==> src/rtl/txt_row_window_pkg.sv <==
package txt_row_window_pkg;
    localparam int ROW_W = 4;
    localparam int CFG_W = 2 * ROW_W;

    typedef logic [ROW_W-1:0] row_t;

    typedef struct packed {
        logic in_win;
        row_t first;
        row_t last;
    } win_out_t;
endpackage

==> src/rtl/txt_cfg_hold.sv <==
module txt_cfg_hold
    import txt_row_window_pkg::*;
#(
    parameter logic [CFG_W-1:0] RESET_CFG = '1
) (
    input  logic             clk,
    input  logic             rst_n,
    input  logic             cfg_we,
    input  logic [CFG_W-1:0] cfg_wdata,
    input  row_t             row_idx,
    output logic [CFG_W-1:0] cfg_eff,
    output logic             row_edge
);
    typedef struct packed {
        logic [CFG_W-1:0] pend;
        logic [CFG_W-1:0] act;
        row_t             row;
    } hold_t;

    hold_t st_d, st_q;

    always_comb begin
        st_d     = st_q;
        row_edge = (row_idx != st_q.row);
        st_d.row = row_idx;
        if (cfg_we) begin
            st_d.pend = cfg_wdata;
        end
        if (row_edge) begin
            st_d.act = st_q.pend;
        end
        cfg_eff = row_edge ? st_q.pend : st_q.act;
    end

    always_ff @(posedge clk or negedge rst_n) begin
        if (!rst_n) begin
            st_q.pend <= RESET_CFG;
            st_q.act  <= RESET_CFG;
            st_q.row  <= '0;
        end else begin
            st_q <= st_d;
        end
    end

    // the pending byte never moves into use unless the row changes
    a_r6_pend_on_edge: assert property (@(posedge clk) disable iff (!rst_n)
        (row_idx == st_q.row) |=> $stable(st_q.act));
endmodule

==> src/rtl/txt_win_resolve.sv <==
module txt_win_resolve
    import txt_row_window_pkg::*;
(
    input  logic [CFG_W-1:0] cfg,
    input  row_t             row,
    output win_out_t         res
);
    row_t cnt;
    row_t base;

    always_comb begin
        cnt  = cfg[CFG_W-1:ROW_W];
        base = cfg[ROW_W-1:0];
        if (base == '0) begin
            base = row_t'(1);
        end
        if (cnt == '0) begin
            res.first = base;
            res.last  = base;
        end else if (cnt > base) begin
            res.first = row_t'(1);
            res.last  = cnt;
        end else begin
            res.first = base - cnt + row_t'(1);
            res.last  = base;
        end
        res.in_win = (cnt != '0) && (row != '0) &&
                     (row >= res.first) && (row <= res.last);
    end
endmodule

==> src/rtl/txt_row_window.sv <==
module txt_row_window
    import txt_row_window_pkg::*;
(
    input  logic       clk,
    input  logic       rst_n,
    input  logic       cfg_we,
    input  logic [7:0] cfg_wdata,
    input  logic [3:0] row_idx,
    output logic       in_win,
    output logic [3:0] first_row,
    output logic [3:0] last_row
);
    localparam logic [CFG_W-1:0] RESET_CFG = '1;

    logic [CFG_W-1:0] cfg_eff;
    logic             row_edge;
    win_out_t         res;
    win_out_t         out_d, out_q;

    txt_cfg_hold #(.RESET_CFG(RESET_CFG)) u_hold (
        .clk       (clk),
        .rst_n     (rst_n),
        .cfg_we    (cfg_we),
        .cfg_wdata (cfg_wdata),
        .row_idx   (row_idx),
        .cfg_eff   (cfg_eff),
        .row_edge  (row_edge)
    );

    txt_win_resolve u_resolve (
        .cfg (cfg_eff),
        .row (row_idx),
        .res (res)
    );

    always_comb begin
        out_d = res;
    end

    always_ff @(posedge clk or negedge rst_n) begin
        if (!rst_n) begin
            out_q.in_win <= 1'b0;
            out_q.first  <= row_t'(1);
            out_q.last   <= row_t'(15);
        end else begin
            out_q <= out_d;
        end
    end

    assign in_win    = out_q.in_win;
    assign first_row = out_q.first;
    assign last_row  = out_q.last;

    // the reported window is ordered and never starts at row 0
    a_r2_ordered: assert property (@(posedge clk) disable iff (!rst_n)
        (first_row != 4'd0) && (first_row <= last_row));

    // the flag matches the row sampled one clock earlier
    a_r7_flag_row: assert property (@(posedge clk) disable iff (!rst_n)
        in_win |-> (($past(row_idx) >= first_row) && ($past(row_idx) <= last_row)));

    // row 0 is never in the window
    a_r8_row_zero: assert property (@(posedge clk) disable iff (!rst_n)
        (row_idx == 4'd0) |=> !in_win);

    // a steady row index keeps the reported window steady
    a_r6_steady: assert property (@(posedge clk) disable iff (!rst_n)
        (row_idx == $past(row_idx)) |=> ($stable(first_row) && $stable(last_row)));
endmodule

==> config.mk <==
export PLATFORM = sky130hd
export DESIGN_NAME = txt_row_window
export DESIGN_NICKNAME = d
export VERILOG_FILES = /design/src/rtl/txt_row_window_pkg.sv /design/src/rtl/txt_cfg_hold.sv /design/src/rtl/txt_win_resolve.sv /design/src/rtl/txt_row_window.sv
export SDC_FILE = /design/constraint.sdc
export NUM_CORES = 1
export LEC_CHECK = 0
export ABC_AREA = 1
export BUFFER_PORTS_ARGS = -buffer_cell sky130_fd_sc_hd__buf_4
export CORE_ASPECT_RATIO = 0.6
export CORE_MARGIN = 4
export CORE_UTILIZATION = 40
export DETAILED_ROUTE_END_ITERATION = 12
export PLACE_DENSITY = 0.59
export SLEW_MARGIN = 10
export SYNTH_ARGS = -nofsm -noshare
export SYNTH_HDL_FRONTEND = slang
export SYNTH_SLANG_ARGS = --single-unit
==> constraint.sdc <==
create_clock -name clk -period 4.7 [get_ports clk]
set_clock_uncertainty 0.15 [all_clocks]
set_input_delay 0.47 -clock clk [delete_from_list [all_inputs] [get_ports clk]]
set_output_delay 0.47 -clock clk [all_outputs]
set_load 0.02 [all_outputs]
Yosys cells after proc, flatten, opt, wreduce, memory -nomap -nowiden
Cells that the tools add are included.
{"block": "classes", "n_addsub": 2, "n_mul": 0, "n_div": 0, "order_cmp": 3, "eq_ne": 1, "shifts": 0, "muxes": 4, "n_bitwise": 0, "n_reduce_logical": 7}
{"cell": "$mux 8", "n": 3}
{"cell": "$logic_not 4->1", "n": 2}
{"cell": "$reduce_bool 4->1", "n": 2}
{"cell": "$add 4x1->4 const B", "n": 1}
{"cell": "$ge 4x4->1", "n": 1}
{"cell": "$gt 4x4->1", "n": 1}
{"cell": "$le 4x4->1", "n": 1}
{"cell": "$mux 4", "n": 1}
{"cell": "$ne 4x4->1", "n": 1}
{"cell": "$sub 4x4->4", "n": 1}
{"cell": "$logic_and 1x1->1", "n": 3}
{"block": "word_totals", "regBits": 29, "latch_bits": 0, "ramBits": 0, "rom_bits": 0, "input_bits": 15, "out_inout_bits": 9, "word_cells": 23, "n_memories": 0}

Logic depth before layout (Yosys ltp)
{"block": "depth", "ltp_word": 11, "depth_mapped": 27, "ltp_nobuf": 27}

Cells and area by module
From an unflattened synthesis, not the netlist that was laid out.
{"block": "unflattened", "hier_cells": 206, "hier_area_um2": 1863.0}
{"module": "txt_cfg_hold", "instances": 1, "cells_per_inst": 75, "area_per_inst_um2": 868.3, "seq_area_each_um2": 520.5}
{"module": "txt_win_resolve", "instances": 1, "cells_per_inst": 122, "area_per_inst_um2": 763.2, "seq_area_each_um2": 0.0}
{"module": "txt_row_window", "instances": 1, "cells_per_inst": 9, "area_per_inst_um2": 231.5, "seq_area_each_um2": 231.5}

Worst setup path before layout
No wires, ideal clock.
{"block": "synth_path", "path_kind": "input-to-reg", "from": "input row_idx[1]", "to": "register in_win (netlist name)", "setup_time_ns": 0.122, "t_arrival_ns": 3.118, "t_required_ns": 4.428, "slack_ns": 1.310, "stages": 23, "path_buffers": 0, "path_cell_list": "inv_1 -> nand2_1 -> nand2_2 -> nor2_4 -> nand2_4 -> nand2_1 -> nand2_1 -> ha_1 -> inv_1 -> ha_1 -> inv_1 -> fa_1 -> xnor2_1 -> xnor2_1 -> nor2_1 -> nand2_1 -> nand2_1 -> inv_1 -> ha_1 -> a21oi_1 -> nand3_1 -> nand3_1 -> nor2_1"}
{"item": "from (decl)", "line": "txt_row_window.sv:8", "source": "input logic [3:0] row_idx,"}

==> results.py <==
metrics = {
    "timing": {
        "min_period_over_period": 0.7880,
        "slew_headroom": 0.7517,
        "drv_slew": 0,
        "rsz0062_at_grt": "no",
        "setup_ws_ns": 0.9962,
        "fin_crit_ns": 3.704,
        "finalSetupViolCount": 0,
        "timing.setup.tns_ns": 0,
        "hold_viol_final": 0,
        "worst_pin_slew_ns": 0.3724,
        "fmax_ghz": 0.2700,
    },
    "run": {
        "cap_violations": 0,
    },
    "cts": {
        "clk_pin_slew_worst_paths_ns": 0.07,
        "htreeDepth": 2,
        "clk_latency_ns": 0.29,
        "cts-hold-fix-buffers": 1,
        "tritoncts": "built",
        "post_cts_buffers": 0,
        "clk_path_buf_depth": 2,
        "cts-root-buf": "clkbuf_8",
        "ctsResizeCount": 0,
        "cts_inserted_buffers": 5,
        "clock_sinks": 29,
    },
    "floorplanning": {
        "start_util": 0.4381,
        "core_um2": 3850,
        "die_h_um": 58.30,
        "num_io_pins": 24,
        "die_x_um": 91.83,
        "die_area_um2": 5354,
        "rows": 17,
    },
    "worst_setup_path": {
        "cp-end-kind": "flop",
        "path_buf_inv": 4,
        "critPathSlowestCell": "dfrtp_1",
        "worstPathRequired_ns": 4.72,
        "arrival_ns": 3.72,
        "cpPeakStageDelay_ns": 0.37,
        "start_kind": "flop",
        "critPathMaxFanout": 10,
        "crit_chain": "nand2_1 > nand2_2 > nor2_4 > nand2_4 > nand2_1 > nand2_1 > ha_1 > inv_1 > nor2_1 > o21ai_0 > nand2_1 > nand2_1 > clkinv_1 > o21ai_0 > nand2_1 > nand2_1 > inv_1 > ha_1 > inv_1 > nor2_1 > o21ai_0 > a32oi_1 > nor2_1",
        "path_class": "flop to flop",
        "cp_top_family": "simple AND/OR/NAND/NOR gates",
        "path_common_cell": "nand2_1",
    },
    "layout": {
        "nNetsFinal": 250,
        "drive_above_1_share": 0.3379,
        "utilization": 0.5265,
        "nFillCells": 356,
        "multi_input_area_um2": 799.5,
        "syn2layout_area_growth_pct": 20.18,
        "antennaDiodeCount": 0,
        "regArea_um2": 752.0,
    },
    "global_route": {
        "grt_pass1_vias": 1268,
        "grt_pass1_wl_um": 6354,
        "grt_max_degree": 30,
        "track_usage": 0.1570,
        "overflow": 0,
        "antenna_found_initial": 0,
    },
    "synthesis": {
        "synth_edf_count": 0,
        "yosys.area.top_type": "dfstp_2",
        "synth_top_area_frac": 0.3272,
        "synth_ff_type": "dfstp_2",
        "yosysWarningCount": 0,
        "syn_inst": 189,
        "ys_seq_area_frac": 0.4458,
        "ys_ff_latch": 29,
        "synth_area_um2": 1687,
        "async_flop_share": 1.000,
        "avgSynthCellArea_um2": 8.924,
        "synth.distinct_cells": 25,
        "yosys-top-cells-area": "dfstp_2, dfrtp_1, ha_1",
        "syn_nets": 221,
    },
    "min_path": {
        "min_path_type": "input pin to flop",
    },
    "pwr": {
        "finalPower_w": 0.0009441,
        "p_per_area_nw_per_um2": 465.8,
        "p_leak_nw": 1.065,
        "ir_worst_vdd_v": 0.0002238,
    },
    "routing": {
        "viasPerCell": 4.620,
        "ant_nets": 0,
        "wirelength_um": 3601,
        "num_vias": 1275,
        "wire_per_inst_um": 13.05,
        "drtPass1Iterations": 4,
        "route.detailed.drc": 0,
        "dr.first_iter.drc_count": 39,
    },
    "placed_design": {
        "io_buffers": 23,
        "place_ws_ns": 0.7064,
        "post-dp-hpwl_um": 2847,
        "routabilityCongestion": 0.8777,
    },
    "status": {
        "status": "finished, final reports clean",
    },
}
flip-flops by register name (all words and copies together), names as in the netlist:
| signal | cells |
|---|---|
| last_row | 4 |
| u_hold.st_q | 20 |
| in_win | 1 |
| first_row | 4 |
path summary, 6_finish.rpt:
path	start	to	slack, ns	depth (start not counted)
setup / recovery	u_hold.st_q[1]	in_win	1.0	23
hold / removal	row_idx[0]	u_hold.st_q[0]	0.16	1
setup reg to reg	u_hold.st_q[1]	in_win	1.0	23
hold reg to reg	u_hold.st_q[13]	u_hold.st_q[13]	0.34	2
max in group asynchronous	rst_n	last_row[3]	3.59	2
min in group asynchronous	rst_n	first_row[1]	0.49	2
where the power goes:
part	switching (W)	total [W]	internal, W
Sequential	0.0000172	0.000339	0.000322
Clock	0.0000958	0.000228	0.000132
Combinational	0.000229	0.000377	0.000148
Total	0.000342	0.000944	0.000602
through the flow:
stage                     hold WS [ns]  cell area [um2]  std cells
final                           0.1630             2027        276
after global placement          0.2571             1916        267
after CTS                       0.1599             2027        276
after global routing            0.1560             2027        276
after detailed placement        0.2635             1916        267
after floorplan                0.02441             1687        189
layout make-up:
type / instances / area share
clock buffer: 7 / 0.04753
tap: 57 / 0.03519
multi-input combinational: 126 / 0.3944
sequential: 29 / 0.3710
clock inverter: 1 / 0.002469
timing repair buffer: 24 / 0.09012
inverter: 32 / 0.05926
layer usage:
layer  track usage  vias to the layer above  wire length, um
li1              -                      653                -
met1        0.2326                      597             1942
met2        0.2087                       18             1428
met3       0.04725                        7              158
met4       0.06977                        0               72
met5             0                        -                0
placed cells by master (no fill, tap or decap), drive strengths merged, types with 2 or more instances in the layout:
| master | n |
|---|---|
| nand2 | 60 |
| inv | 30 |
| buf | 23 |
| dfstp | 21 |
| ha | 16 |
| nand3 | 13 |
| nor2 | 10 |
| dfrtp | 8 |
| o21ai | 8 |
| clkbuf | 7 |
| mux2 | 6 |
| a21oi | 3 |
| clkinv | 3 |
| nand3b | 2 |
| xnor2 | 2 |
| nand4 | 2 |
worst register-to-register path, cell delays in order (launching register included):
cell and delay [ns]:
dfrtp_1 0.37, nand2_1 0.08, nand2_2 0.07, nor2_4 0.24, nand2_4 0.13, nand2_1 0.09
nand2_1 0.13, ha_1 0.34, inv_1 0.10, nor2_1 0.05, o21ai_0 0.14, nand2_1 0.07
nand2_1 0.15, clkinv_1 0.27, o21ai_0 0.24, nand2_1 0.08, nand2_1 0.10, inv_1 0.06
ha_1 0.30, inv_1 0.04, nor2_1 0.07, o21ai_0 0.07, a32oi_1 0.15, nor2_1 0.08
synthesized netlist by cell type (2+ instances only):
master / instances
a21oi_1: 3
inv_1: 28
mux2_2: 6
nor2_4: 4
nand3_1: 13
clkinv_1: 2
nand3b_1: 2
o21ai_0: 7
dfstp_2: 21
nor2_1: 6
xnor2_1: 2
nand2_1: 50
dfrtp_1: 8
ha_1: 16
inv_2: 2
nand2_2: 9
nand4_1: 2
logic make-up after synthesis:
group           synth area share
buf+inv                  0.08012
fa+ha+maj                 0.1306
simple gates              0.2463
xor+xnor                 0.01039
mux                      0.04006
compound gates           0.04673
flops                     0.4458
No activity file was read; power rests on OpenSTA's default activity.
